===== src/rtl/mwd_pkg.sv =====
package mwd_pkg;
  localparam int BYTE_W        = 8;
  localparam int BYTES_PER_LN  = 2;
  localparam int BITS_PER_LN   = BYTE_W * BYTES_PER_LN;

  typedef logic [BYTE_W-1:0] byte_t;

  // A byte is written unless masking is on and it matches the reserved value.
  function automatic logic byte_write_ok(input byte_t value, input byte_t pattern,
                                         input logic masked);
    return !masked || (value != pattern);
  endfunction
endpackage


===== src/rtl/mwd_lane_shift.sv =====
module mwd_lane_shift #(
  parameter int WIDTH = 16
) (
  input  logic             clk,
  input  logic             rst_n,
  input  logic             shift_en,
  input  logic             bit_in,
  output logic [WIDTH-1:0] q_next
);
  logic [WIDTH-1:0] q;

  // Shift right with the newest bit at the top: after WIDTH shifts the
  // first bit sits at position 0, matching a least-significant-first order.
  always_comb q_next = shift_en ? {bit_in, q[WIDTH-1:1]} : q;

  always_ff @(posedge clk or negedge rst_n) begin
    if (!rst_n) q <= '0;
    else        q <= q_next;
  end
endmodule


===== src/rtl/mwd_pattern_cmp.sv =====
module mwd_pattern_cmp
  import mwd_pkg::*;
#(
  parameter int NBYTES = 32
) (
  input  logic [NBYTES*BYTE_W-1:0] bytes_in,
  input  byte_t                    pattern,
  input  logic                     masked,
  output logic [NBYTES-1:0]        enables
);
  for (genvar j = 0; j < NBYTES; j++) begin : g_byte
    assign enables[j] = byte_write_ok(bytes_in[j*BYTE_W +: BYTE_W], pattern, masked);
  end
endmodule


===== src/rtl/mwd_ctrl.sv =====
module mwd_ctrl #(
  parameter int BITS = 16
) (
  input  logic clk,
  input  logic rst_n,
  input  logic start,
  input  logic in_valid,
  input  logic out_valid,
  input  logic out_ready,
  output logic in_ready,
  output logic shift_en,
  output logic done
);
  localparam int CNT_W = $clog2(BITS);
  localparam logic [CNT_W-1:0] LAST = CNT_W'(BITS - 1);

  logic [CNT_W-1:0] cnt;
  logic             active;
  logic             at_last;
  logic             accept;

  assign at_last  = active && !start && (cnt == LAST);
  assign in_ready = !(at_last && out_valid && !out_ready);
  assign accept   = in_valid && in_ready;
  assign shift_en = accept && (active || start);
  assign done     = accept && at_last;

  always_ff @(posedge clk or negedge rst_n) begin
    if (!rst_n) begin
      cnt    <= '0;
      active <= 1'b0;
    end else if (start) begin
      active <= 1'b1;
      cnt    <= accept ? CNT_W'(1) : '0;
    end else if (shift_en) begin
      if (cnt == LAST) begin
        active <= 1'b0;
        cnt    <= '0;
      end else begin
        cnt <= cnt + CNT_W'(1);
      end
    end
  end

  // with no packet open the bit counter rests at zero
  assert_idle_count_zero_R9: assert property (@(posedge clk) disable iff (!rst_n)
    !active |-> cnt == '0);
  // a start pulse always leaves a packet open
  assert_start_opens_R8: assert property (@(posedge clk) disable iff (!rst_n)
    start |=> active || (cnt == '0));
endmodule


===== src/rtl/mwd_deser.sv =====
module mwd_deser
  import mwd_pkg::*;
#(
  parameter int LANES = 16
) (
  input  logic                         clk,
  input  logic                         rst_n,
  input  logic                         pkt_start,
  input  logic                         masked_wr,
  input  logic [BYTE_W-1:0]            mask_pat,
  input  logic                         in_valid,
  output logic                         in_ready,
  input  logic [LANES-1:0]             lane_bits,
  output logic                         out_valid,
  input  logic                         out_ready,
  output logic [LANES*BITS_PER_LN-1:0] out_data,
  output logic [2*LANES-1:0]           out_be
);
  localparam int NBYTES = BYTES_PER_LN * LANES;
  localparam int DATA_W = NBYTES * BYTE_W;

  logic              shift_en;
  logic              done;
  logic              mode_q;
  byte_t             pat_q;
  logic [DATA_W-1:0] assembled;
  logic [NBYTES-1:0] enables;

  mwd_ctrl #(.BITS(BITS_PER_LN)) u_ctrl (
    .clk      (clk),
    .rst_n    (rst_n),
    .start    (pkt_start),
    .in_valid (in_valid),
    .out_valid(out_valid),
    .out_ready(out_ready),
    .in_ready (in_ready),
    .shift_en (shift_en),
    .done     (done)
  );

  for (genvar i = 0; i < LANES; i++) begin : g_lane
    logic [BITS_PER_LN-1:0] lane_q;
    mwd_lane_shift #(.WIDTH(BITS_PER_LN)) u_shift (
      .clk     (clk),
      .rst_n   (rst_n),
      .shift_en(shift_en),
      .bit_in  (lane_bits[i]),
      .q_next  (lane_q)
    );
    // earlier byte of the lane -> byte i, later byte -> byte LANES+i
    assign assembled[i*BYTE_W +: BYTE_W]           = lane_q[BYTE_W-1:0];
    assign assembled[(LANES+i)*BYTE_W +: BYTE_W]   = lane_q[BITS_PER_LN-1:BYTE_W];
  end

  mwd_pattern_cmp #(.NBYTES(NBYTES)) u_cmp (
    .bytes_in(assembled),
    .pattern (pat_q),
    .masked  (mode_q),
    .enables (enables)
  );

  always_ff @(posedge clk or negedge rst_n) begin
    if (!rst_n) begin
      mode_q <= 1'b0;
      pat_q  <= '0;
    end else if (pkt_start) begin
      mode_q <= masked_wr;
      pat_q  <= mask_pat;
    end
  end

  always_ff @(posedge clk or negedge rst_n) begin
    if (!rst_n) begin
      out_valid <= 1'b0;
      out_data  <= '0;
      out_be    <= '0;
    end else if (done) begin
      out_valid <= 1'b1;
      out_data  <= assembled;
      out_be    <= enables;
    end else if (out_ready) begin
      out_valid <= 1'b0;
    end
  end

  // a packet that is not taken stays frozen
  assert_hold_stalled_R10: assert property (@(posedge clk) disable iff (!rst_n)
    out_valid && !out_ready |=> out_valid && $stable(out_data) && $stable(out_be));
  // the serial side is only stalled by a full output slot
  assert_stall_needs_full_R10: assert property (@(posedge clk) disable iff (!rst_n)
    !in_ready |-> out_valid && !out_ready);
  // the sixteenth accepted bit yields a packet on the next cycle
  assert_done_to_valid_R7: assert property (@(posedge clk) disable iff (!rst_n)
    done |=> out_valid);
  // a plain write leaves every byte enabled
  assert_plain_all_on_R5: assert property (@(posedge clk) disable iff (!rst_n)
    done && !mode_q |=> &out_be);
endmodule


===== config.mk =====
export PLATFORM = sky130hd
export DESIGN_NAME = mwd_deser
export DESIGN_NICKNAME = d
export VERILOG_FILES = /design/src/rtl/mwd_pkg.sv /design/src/rtl/mwd_lane_shift.sv /design/src/rtl/mwd_pattern_cmp.sv /design/src/rtl/mwd_ctrl.sv /design/src/rtl/mwd_deser.sv
export SDC_FILE = /design/constraint.sdc
export NUM_CORES = 1
export LEC_CHECK = 0
export BUFFER_PORTS_ARGS = -buffer_cell sky130_fd_sc_hd__buf_2
export CORE_ASPECT_RATIO = 1.75
export CORE_MARGIN = 2
export CORE_UTILIZATION = 45
export DETAILED_ROUTE_END_ITERATION = 10
export PLACE_DENSITY = 0.7
export SLEW_MARGIN = 20
export SYNTH_ARGS = -nofsm -noshare
export SYNTH_HDL_FRONTEND = slang
export SYNTH_SLANG_ARGS = --single-unit

===== constraint.sdc =====
create_clock -name clk -period 6.3 [get_ports clk]
set_clock_uncertainty 0.05 [all_clocks]
set_input_delay 0.945 -clock clk [delete_from_list [all_inputs] [get_ports clk]]
set_output_delay 0.945 -clock clk [all_outputs]
set_load 0.01 [all_outputs]

Yosys cells after proc, flatten, opt, wreduce, memory -nomap -nowiden
Cells that the tools add are included.

storage, ports and cells
  bits in registers = 559
  bits in latches = 0
  memory bits (writable) = 0
  bits in read-only memories = 0
  input bits = 30
  output and inout bits = 290
  logic and storage cells = 130
  memories kept = 0

operators by class
  add/subtract/negate cells = 1
  multipliers = 0
  divide/modulo/power cells = 0
  magnitude comparators = 0
  eq/ne operators = 33
  shift operators = 0
  multiplexer cells = 25
  bitwise gates (word level) = 0
  reductions and logical operators = 48

operators by type and width
  cell                                                           number
  16-bit 2-to-1 mux                                              16
  8-bit inequality test                                          32
  1-bit logical OR                                               33
  4-bit 2-to-1 mux                                               3
  1-bit logical AND                                              7
  1-bit 2-to-1 mux                                               6
  2-bit nonzero test                                             3
  4-bit by 1-bit adder with 4-bit output, second input constant  1
  4-bit equality test, second input constant                     1
  1-bit logical NOT                                              4
  2-bit AND reduction                                            1

Logic depth before layout (Yosys ltp)
Gate-level depths: netlist of run 1.

  depth after elaboration = 11
  gate-level depth with buffers = 13
  depth with buffers taken out = 7

Modules after synthesis
Synthesis of run 1 repeated with hierarchy kept, for this count alone.

unflattened totals
  cell total of the unflattened synthesis = 1,600
  area, all modules = 25,748.4 um^2

by module, submodules not included
  module           times used  cells each  area each (um^2)  seq. area each (um^2)
  mwd_deser        1           630         11,885.1          7,457.2
  mwd_lane_shift   16          34          649.4             400.4
  mwd_pattern_cmp  1           387         3,108.0           0.0
  mwd_ctrl         1           39          365.4             125.1

Worst setup path after synthesis of run 1
OpenSTA, ideal clock, no wires.

  path type = in2reg
  start point = input out_ready
  end point = register out_be[26]
  setup time = 0.132 ns
  data arrival time = 2.560 ns
  slack = 3.558 ns
  stages on the path = 10
  path buffers = 4
  cells stage by stage = and4bb_1 -> a21o_1 -> buf_6 -> buf_12 -> buf_8 -> buf_6 -> nor4_2 -> o311ai_0 -> nor4_1 -> a21oi_1

on the way
  word-level cells in the longest chain between the ends = 8
  elaborated cells on any way between the ends = 9
  those cells by class = 1 x eq/ne; 1 x mux; 7 x reduce/logical

RTL lines
  what                   RTL line              source
  start, declared        mwd_deser.sv:15       input logic out_ready,
  1-bit logical NOT *    mwd_ctrl.sv:23        assign in_ready = !(at_last && out_valid && !out_ready);
  1-bit logical AND *    mwd_ctrl.sv:23
  1-bit logical NOT *    mwd_ctrl.sv:23
  1-bit logical AND *    mwd_ctrl.sv:24        assign accept = in_valid && in_ready;
  1-bit logical AND      mwd_ctrl.sv:25        assign shift_en = accept && (active || start);
  16-bit 2-to-1 mux      mwd_lane_shift.sv:14  always_comb q_next = shift_en ? {bit_in, q[WIDTH-1:1]} : q;
  8-bit inequality test  mwd_pkg.sv:11         return !masked || (value != pattern);
  1-bit logical OR       mwd_pkg.sv:11
  end signal, assigned   mwd_deser.sv:80       out_be <= enables;
  end, declared          mwd_deser.sv:17       output logic [2*LANES-1:0] out_be

Every way passes the cells marked *; elsewhere a longest branch is shown, timed or not.
A chain may end at the register's enable or synchronous reset.

Final worst setup path of run 1
  start point = input pkt_start
  end point = register out_be[22]

on the way
  word-level cells in the longest chain between the ends = 11
  elaborated cells on any way between the ends = 13
  those cells by class = 1 x eq/ne; 1 x mux; 11 x reduce/logical

RTL lines
  what                             RTL line              source
  start, declared                  mwd_deser.sv:8        input logic pkt_start,
  1-bit logical NOT                mwd_ctrl.sv:22        assign at_last = active && !start && (cnt == LAST);
  1-bit logical AND (2 in series)  mwd_ctrl.sv:22
  1-bit logical AND (2 in series)  mwd_ctrl.sv:23
  1-bit logical NOT                mwd_ctrl.sv:23
  1-bit logical AND                mwd_ctrl.sv:24
  1-bit logical AND                mwd_ctrl.sv:25
  16-bit 2-to-1 mux                mwd_lane_shift.sv:14
  8-bit inequality test            mwd_pkg.sv:11
  1-bit logical OR                 mwd_pkg.sv:11

Parallel ways exist; a longest one is shown, timed or not.

==> results.py, run 1 <==
metrics = {
    "yosys": {
        "synth_simple_gate_area_share_pct": 13.2,
        "synth_edf_count": 0,
        "yosysWarnings": 0,
        "ys_ff_latch": 559,
        "synth.area.mux_share_pct": 7.99,
        "synthDistinctLibCells": 46,
        "synth_fa_ha_area_share_pct": 0.0521,
        "async_flop_share_pct": 100,
        "syn_area_um2": 24000,
        "synthXorXnorAreaFrac_pct": 9.15,
        "synth_fp_nets": 2387,
        "synth_compound_area_share_pct": 5.82,
        "ys_seq_area_share_pct": 58.2,
        "synth.avg_cell_area_um2": 10.2,
        "syn_inst": 2356,
        "synth_top_family_by_area": "simple AND/OR/NAND/NOR gates",
        "ys.flop_type": "dfrtp_1",
    },
    "status": {
        "status": "completed",
    },
    "timing": {
        "tightest_slew_ns": 0.987,
        "period_share_pct": 58.5,
        "fin_tns_setup_ns": 0,
        "rsz0062_at_grt": "no",
        "hold_viol": 0,
        "fin_crit_ns": 3.68,
        "slew_violations": 0,
        "setup_viol": 0,
        "fmax_mhz": 271,
        "slew_headroom_pct": 34.2,
    },
    "placed_design": {
        "dp_cells": 3243,
        "port-buffer-count": 319,
        "hpwl_um": 45300,
        "place.gp.congestion": 0.863,
        "post_dp_cell_area_um2": 26100,
    },
    "routing": {
        "ant_nets": 0,
        "drt_iter0_drc": 1109,
        "avgViaCountPerCell": 5.20,
        "drt_pass1_iterations": 5,
        "wl_per_cell_um": 20.2,
        "vias": 17308,
        "remaining_drc_errors": 0,
        "drt_wl_total_um": 67200,
    },
    "global_routing": {
        "grt_overflow_total": 0,
        "grt_pass1_vias": 17969,
        "grt_pass1_wl_um": 104000,
        "antenna_found_initial": 2,
        "grt_usage_pct": 24.7,
        "grt_max_degree": 190,
    },
    "worst_setup_path": {
        "critical_path_class": "in2reg",
        "crit_required_ns": 6.67,
        "path_delay_family": "compound AO/OA/AOI/OAI gates",
        "critical-path-max-stage-delay_ns": 0.60,
        "critPathMaxFanout": 85,
        "endpoint_kind": "flip-flop",
        "crit_arrival_ns": 4.06,
        "slowest_stage": "a21o_4",
        "path_cells": "buf_2, o21ai_0, a21o_4, buf_12, mux2i_1, xnor2_1, a2111oi_0, a41oi_1",
        "path_buf_inv": 2,
        "worstSetupStartpointType": "input pin",
    },
    "layout": {
        "drive_above_1_share_pct": 17.2,
        "final_area_um2": 27800,
        "layout.nets": 2640,
        "stdcell_count": 3330,
        "fillers": 4783,
        "seq_area_um2": 14000,
        "multi_input_area_um2": 8750,
        "syn2layout_area_growth_pct": 15.6,
    },
    "floorplanning": {
        "die_area_um2": 55300,
        "die_x_um": 179,
        "initial_core_util_pct": 45.2,
        "die_h_um": 310,
        "boundaryPins": 320,
        "fp-row-count": 112,
        "coreArea_um2": 53100,
    },
    "worst_hold_path": {
        "min_path_type": "in2async",
    },
    "cts": {
        "numClockSinks": 559,
        "postCtsHoldBufs": 0,
        "clk_pin_slew_ns": 0.07,
        "cts_root_buf": "clkbuf_16",
        "cts_buffer_depth": 3,
        "cts_tree": "done",
        "clkLatencyLatePin_ns": 0.57,
        "post_cts_buffers": 0,
        "cts_resized": 0,
        "numCtsBuffers": 48,
        "h-tree-depth": 2,
    },
    "pwr": {
        "powerDensity_nw_per_um2": 332,
        "p_leak_nw": 15.1,
        "peakVddDrop_v": 0.000176,
    },
    "job": {
        "drv_cap": 0,
    },
}
[cells in the final DEF (no fill, tap or decap), types with 4 or more instances in the layout]
master / n
dfrtp_2: 5
mux2i_2: 8
mux2i_4: 5
xor2_1: 64
bufinv_16: 6
nor4_1: 37
nor2_1: 47
a21oi_1: 9
buf_12: 8
xnor2_1: 187
a31oi_1: 13
buf_4: 12
nand2_1: 672
nor3_1: 19
nand4_1: 4
inv_1: 178
buf_2: 318
a41oi_1: 15
dfrtp_1: 551
mux2i_1: 166
clkbuf_16: 49
o21ai_0: 193
clkbuf_8: 6
clkbuf_1: 6
mux2_2: 5
clkinv_2: 13
[power breakdown]
part / internal, mW / total [mW] / switching (mW)
sequential: 4.06 / 4.47 / 0.408
clock: 1.75 / 3.08 / 1.33
combinational: 0.683 / 1.66 / 0.981
total: 6.49 / 9.21 / 2.72
[metrics by stage]
step                      hold WS, ns  worst slack, ns  util (%)  total power, mW
after global routing            0.364             2.38      52.3             9.70
after CTS                       0.339             2.64      52.3             9.30
final                           0.321             2.62      52.3             9.21
after detailed placement        0.407             2.03      49.2             6.21
after floorplan                 0.391             3.56         -             5.66
after global placement          0.407             2.25      49.2             6.12
[final timing paths]
path,startpoint,end,slack [ns],cells past startpoint
worst max-delay path,pkt_start,out_be[22],2.62,8
worst min-delay path,rst_n,out_data[47],0.32,1
worst max register to register,u_ctrl.cnt[0],out_be[22],2.77,8
worst min register to register,out_data[74],out_data[74],0.42,2
max in group asynchronous,rst_n,g_lane[4].u_shift.q[10],4.32,2
min in group clk,out_data[74],out_data[74],0.42,2
[area by class of cell]
cell class / instances / share of cell area (%)
diodes: 1 / 0.00901
clock buffers: 61 / 4.79
clock inverters: 25 / 1.06
inverters: 179 / 2.42
multi-input cells: 1482 / 31.5
flip-flops and latches: 559 / 50.4
well taps: 684 / 3.08
repair buffers: 339 / 6.69
[registers in the layout (all words and copies together), names as in the netlist]
name and cells:
g_lane.u_shift.q 256, mode_q 1, out_be 32, out_data 256, out_valid 1, pat_q 8, u_ctrl.active 1, u_ctrl.cnt 4
[per-layer routing]
| metal | global-route usage [%] | wire [um] |
|---|---|---|
| met2 | 41.6 | 33000 |
| met4 | 13.1 | 3850 |
| met3 | 3.97 | 3820 |
| met1 | 30.4 | 26500 |
| met5 | 0 | 0 |
[cell families after synthesis]
| kind of cell | count (synthesis) |
|---|---|
| DFF | 559 |
| and+or+nand+nor | 795 |
| muxes | 184 |
| buffers and inverters | 315 |
| adders and majority gates | 1 |
| xor gates and xnor gates | 251 |
| AOI/OAI and AO/OA | 251 |
[Yosys cell counts (all sizes together) (2+ instances only)]
cell	number	area (um^2)
nand2b	2	12.5
a211oi	2	15.0
mux2i	179	1860
a221oi	2	17.5
nor3	19	95.1
a22oi	3	22.5
clkbuf	83	312
nor2	49	184
o22ai	2	12.5
nand2	672	2520
o21ai	193	966
nor4	38	244
a31oi	13	81.3
o2111ai	2	17.5
a2111oi	4	41.3
inv	179	672
a41oi	15	131
mux2	5	56.3
xor2	64	561
or2	2	12.5
nand4	4	25.0
nand3	2	10.0
a21o	2	15.0
dfrtp	559	14000
buf	53	359
a21oi	10	50.1
and3	3	18.8
xnor2	187	1640
No activity file was read; power rests on OpenSTA's default activity.
==> run 2, diff against run 1 <==
--- a/config.mk
+++ b/config.mk
@@ -10,7 +10,7 @@
 export CORE_MARGIN = 2
 export CORE_UTILIZATION = 45
 export DETAILED_ROUTE_END_ITERATION = 10
-export PLACE_DENSITY = 0.7
+export PLACE_DENSITY = 0.72
 export SLEW_MARGIN = 20
 export SYNTH_ARGS = -nofsm -noshare
 export SYNTH_HDL_FRONTEND = slang
==> constraint.sdc (replaced) <==
create_clock -name clk -period 3.3 [get_ports clk]
set_clock_uncertainty 0.05 [all_clocks]
set_input_delay 0.495 -clock clk [delete_from_list [all_inputs] [get_ports clk]]
set_output_delay 0.495 -clock clk [all_outputs]
set_load 0.01 [all_outputs]
==> results.py, run 2 (synthesis results as in run 1) <==
metrics = {
    "global_routing": {
        "antenna_found_initial": 0,
        "grt_pass1_vias": 18132,
        "grt_pass1_wl_um": 106000,
        "grt_overflow_total": 0,
        "grt_usage_pct": 25.4,
        "grt_max_degree": 99,
    },
    "worst_setup_path": {
        "crit_required_ns": 3.71,
        "worstSetupStartpointType": "flip-flop",
        "critPathMaxFanout": 34,
        "crit_arrival_ns": 3.41,
        "endpoint_kind": "flip-flop",
        "critical_path_class": "reg2reg",
    },
    "cts": {
        "postCtsHoldBufs": 1,
        "cts_resized": 0,
        "clkLatencyLatePin_ns": 0.59,
        "numCtsBuffers": 49,
        "post_cts_buffers": 0,
        "numClockSinks": 559,
        "h-tree-depth": 2,
        "cts_root_buf": "clkbuf_16",
        "clk_pin_slew_ns": 0.07,
        "cts_tree": "done",
        "cts_buffer_depth": 3,
    },
    "pwr": {
        "peakVddDrop_v": 0.000432,
        "p_leak_nw": 15.4,
        "powerDensity_nw_per_um2": 646,
    },
    "layout": {
        "layout_common_cells": "nand2_1 (672), dfrtp_1 (551), buf_2 (318)",
        "seq_area_um2": 14000,
        "stdcell_count": 3380,
        "top_regs": "g_lane.u_shift.q: 256 flops, out_data: 256 flops, out_be: 32 flops",
        "layout.nets": 2686,
        "drive_above_1_share_pct": 18.7,
        "fillers": 4683,
        "multi_input_area_um2": 8750,
        "n_antenna_cell": 0,
        "layout_commonest_cell": "nand2_1",
        "syn2layout_area_growth_pct": 18.5,
    },
    "routing": {
        "ant_nets": 0,
        "drt_pass1_iterations": 5,
        "drt_wl_total_um": 69500,
        "remaining_drc_errors": 0,
        "vias": 17488,
        "avgViaCountPerCell": 5.17,
        "drt_iter0_drc": 1220,
        "wl_per_cell_um": 20.6,
    },
    "placed_design": {
        "port-buffer-count": 319,
        "hpwl_um": 49400,
        "place.gp.congestion": 0.901,
        "dp_cells": 3287,
    },
    "job": {
        "drv_cap": 0,
    },
    "timing": {
        "hold_viol": 0,
        "slew_violations": 0,
        "period_share_pct": 91.0,
        "fin_crit_ns": 3.00,
        "slew_headroom_pct": 49.4,
        "fmax_mhz": 333,
        "tightest_slew_ns": 0.743,
        "setup_viol": 0,
        "fin_tns_setup_ns": 0,
        "rsz0062_at_grt": "no",
    },
    "floorplanning": {
        "die_x_um": 179,
        "initial_core_util_pct": 45.2,
        "die_area_um2": 55300,
        "coreArea_um2": 53100,
        "die_h_um": 310,
        "boundaryPins": 320,
        "fp-row-count": 112,
    },
    "worst_hold_path": {
        "min_path_type": "in2reg",
    },
    "status": {
        "status": "completed",
    },
}
==> run 2: cell count changes in the layout (fill, tap and decap cells not counted), moves of 2 or more <==
cell,before,now
clkbuf_16,49,51
buf_12,8,21
bufinv_16,6,11
buf_4,12,43
clkinv_2,13,9
clkinv_4,1,3
==> run 2: worst max-delay path: stages (launching register included) <==
cell	delay (ns)
dfrtp_1	0.44
ha_1	0.22
and3_1	0.33
a21o_4	0.30
buf_12	0.24
buf_12	0.26
mux2i_1	0.42
xnor2_1	0.11
nor4_1	0.29
a31oi_1	0.13
==> run 2: worst paths after layout <==
check,from,endpoint,slack (ns),cells past startpoint
setup / recovery,u_ctrl.cnt[0],out_be[1],0.30,9
hold / removal,out_ready,out_valid,0.06,2
setup reg to reg,u_ctrl.cnt[0],out_be[1],0.30,9
hold reg to reg,g_lane[6].u_shift.q[0],g_lane[6].u_shift.q[0],0.42,2
max in group asynchronous,rst_n,pat_q[3],1.70,3
min in group asynchronous,rst_n,g_lane[1].u_shift.q[6],0.42,2
==> run 2: per-stage QoR <==
| step | power [mW] | hold WS (ns) | setup slack (ns) | util (%) | cell area, um^2 |
|---|---|---|---|---|---|
| 2_1_floorplan | 10.8 | 0.149 | 0.823 | - | 24000 |
| 3_5_place_dp | 12.0 | 0.407 | 0.364 | 50.1 | 26600 |
| 3_3_place_gp | 11.8 | 0.404 | 0.435 | 50.1 | 26600 |
| 4_1_cts | 18.5 | 0.0441 | 0.358 | 53.6 | 28500 |
| 5_1_grt | 19.3 | 0.0609 | 0.0892 | 53.6 | 28500 |
| 6_report | 18.4 | 0.0648 | 0.298 | 53.6 | 28500 |
==> run 2: layout make-up <==
class / instances / share of cell area (%)
repair buffers: 384 / 8.29
inverters: 179 / 2.36
clock inverters: 28 / 1.56
well taps: 684 / 3.01
multi-input cells: 1482 / 30.7
flip-flops and latches: 559 / 49.2
clock buffers: 64 / 4.87
==> run 2: report_power, final <==
part / internal, mW / leakage [nW] / switching, mW
clock network: 3.85 / 0.898 / 2.68
registers: 7.75 / 7.43 / 0.771
logic: 1.36 / 7.11 / 1.99
==> run 2: routing by layer <==
metal | vias to the layer above | wire length, um | global-route usage (%)
li1 | 8107 | - | -
met1 | 8626 | 26400 | 30.3
met2 | 577 | 34600 | 43.1
met3 | 178 | 3750 | 3.74
met4 | 0 | 4820 | 15.5
met5 | - | 0 | 0
==> run 3, diff against run 2 <==
--- a/config.mk
+++ b/config.mk
@@ -10,7 +10,7 @@
 export CORE_MARGIN = 2
 export CORE_UTILIZATION = 45
 export DETAILED_ROUTE_END_ITERATION = 10
-export PLACE_DENSITY = 0.72
+export PLACE_DENSITY = 0.71
 export SLEW_MARGIN = 20
 export SYNTH_ARGS = -nofsm -noshare
 export SYNTH_HDL_FRONTEND = slang
==> results.py, run 3 (synthesis results as in run 1) <==
metrics = {
    "pwr": {
        "p_leak_nw": 15.4,
        "power_frac_clock_pct": 34.7,
        "p_comb_share_pct": 18.4,
        "peakVddDrop_v": 0.000382,
        "p_sw_mw": 5.37,
        "power.share.switching_pct": 29.5,
        "p_int_mw": 12.8,
        "seq_power_share_pct": 46.9,
        "powerDensity_nw_per_um2": 641,
    },
    "timing": {
        "slew_violations": 0,
        "fin_crit_ns": 3.00,
        "fin_tns_setup_ns": 0,
        "setup_viol": 0,
        "tightest_slew_ns": 0.836,
        "slew_headroom_pct": 44.2,
        "hold_viol": 0,
        "fmax_mhz": 333,
        "rsz0062_at_grt": "no",
        "period_share_pct": 91.0,
    },
    "routing": {
        "drt_pass1_iterations": 7,
        "avgViaCountPerCell": 5.21,
        "drt_iter0_drc": 1085,
        "vias": 17640,
        "drt_wl_total_um": 69300,
        "wl_per_cell_um": 20.5,
        "remaining_drc_errors": 0,
        "ant_nets": 0,
    },
    "worst_setup_path": {
        "rr_worst_depth": 9,
        "critical_path_class": "reg2reg",
        "crit_required_ns": 3.70,
        "crit_arrival_ns": 3.41,
        "critPathMaxFanout": 24,
        "worstSetupStartpointType": "flip-flop",
        "endpoint_kind": "flip-flop",
    },
    "layout": {
        "layout_commonest_cell": "nand2_1",
        "layout.nets": 2692,
        "final_core_util_pct": 53.5,
        "top_regs": "g_lane.u_shift.q: 256 flops, out_data: 256 flops, out_be: 32 flops",
        "drive_above_1_share_pct": 18.7,
        "layout_common_cells": "nand2_1 (672), dfrtp_1 (551), buf_2 (318)",
        "fillers": 4718,
        "syn2layout_area_growth_pct": 18.2,
    },
    "cts": {
        "post_cts_buffers": 0,
        "clk_pin_slew_ns": 0.07,
        "h-tree-depth": 2,
        "numCtsBuffers": 50,
        "cts_tree": "done",
        "cts_resized": 0,
        "cts_root_buf": "clkbuf_16",
        "clkLatencyLatePin_ns": 0.58,
        "cts_buffer_depth": 3,
        "numClockSinks": 559,
    },
    "floorplanning": {
        "die_area_um2": 55300,
        "die_h_um": 310,
        "initial_core_util_pct": 45.2,
        "fp-row-count": 112,
        "die_x_um": 179,
        "boundaryPins": 320,
        "coreArea_um2": 53100,
    },
    "global_routing": {
        "antenna_found_initial": 2,
        "grt_pass1_vias": 18089,
        "grt_usage_pct": 25.1,
        "grt_max_degree": 109,
        "grt_overflow_total": 0,
        "grt_pass1_wl_um": 105000,
    },
    "placed_design": {
        "hpwl_um": 49200,
        "port-buffer-count": 319,
        "place.gp.congestion": 0.888,
    },
    "status": {
        "status": "completed",
    },
    "worst_hold_path": {
        "min_path_type": "in2reg",
        "min_delay_path_depth": 2,
    },
    "job": {
        "drv_cap": 0,
    },
}
[run 3: final cells by class]
class | count | area (um^2) | share of cell area, %
clock buffers | 70 | 1460 | 5.13
well taps | 684 | 856 | 3.01
diodes | 2 | 5.00 | 0.0176
repair buffers | 389 | 2350 | 8.26
multi-input cells | 1482 | 8750 | 30.8
flip-flops and latches | 559 | 14000 | 49.3
inverters | 179 | 672 | 2.37
clock inverters | 19 | 313 | 1.10
[run 3: metrics by stage]
| stage | cell area, um^2 | setup WS, ns | cells | power (mW) | hold WS, ns |
|---|---|---|---|---|---|
| 2_1_floorplan | 24000 | 0.823 | 2356 | 10.8 | 0.149 |
| 3_3_place_gp | 26600 | 0.164 | 3292 | 11.8 | 0.406 |
| 3_5_place_dp | 26600 | 0.272 | 3292 | 12.0 | 0.406 |
| 4_1_cts | 28400 | 0.322 | 3382 | 18.3 | 0.0846 |
| 5_1_grt | 28400 | 0.0919 | 3384 | 19.0 | 0.102 |
| 6_report | 28400 | 0.298 | 3384 | 18.2 | 0.112 |
[run 3: timing repair]
action / CTS / global route
endpoints found under the hold margin: 74 / 0
endpoints found under the setup margin: 0 / 0
hold buffers: 1 / 0
[run 3: final timing paths]
path	from	to	slack, ns
setup / recovery	u_ctrl.cnt[0]	out_be[19]	0.30
hold / removal	mask_pat[2]	pat_q[2]	0.11
setup reg to reg	u_ctrl.cnt[0]	out_be[19]	0.30
hold reg to reg	out_data[64]	out_data[64]	0.42
max in group asynchronous	rst_n	out_data[110]	1.67
min in group asynchronous	rst_n	out_data[40]	0.46
[run 3: routing by layer]
layer  global-route usage (%)  vias to the layer above  share of wire, %
met5                        0                        -                 0
met4                     13.7                        0               5.7
met3                     3.14                      162               5.1
met2                     42.8                      593                50
met1                     30.9                     8774                39
li1                         -                     8111                 -
[run 3: critical path, cell delays in order, from the launching register on]
cell and delay (ns):
dfrtp_1 0.43, ha_1 0.25, and3_1 0.24, a21o_4 0.37, buf_12 0.23, buf_4 0.20
a2111oi_0 0.64, a31oi_1 0.11, a211oi_1 0.20, a31oi_1 0.11
[run 3: power groups by stage]
stage | Clock [mW] | Combinational, mW | Sequential (mW)
floorplan | 0 | 2.50 | 8.30
CTS | 6.42 | 3.37 | 8.53
detailed placement | 0 | 3.34 | 8.65
finish | 6.32 | 3.35 | 8.53
global route | 6.71 | 3.72 | 8.62
global placement | 0 | 3.23 | 8.61
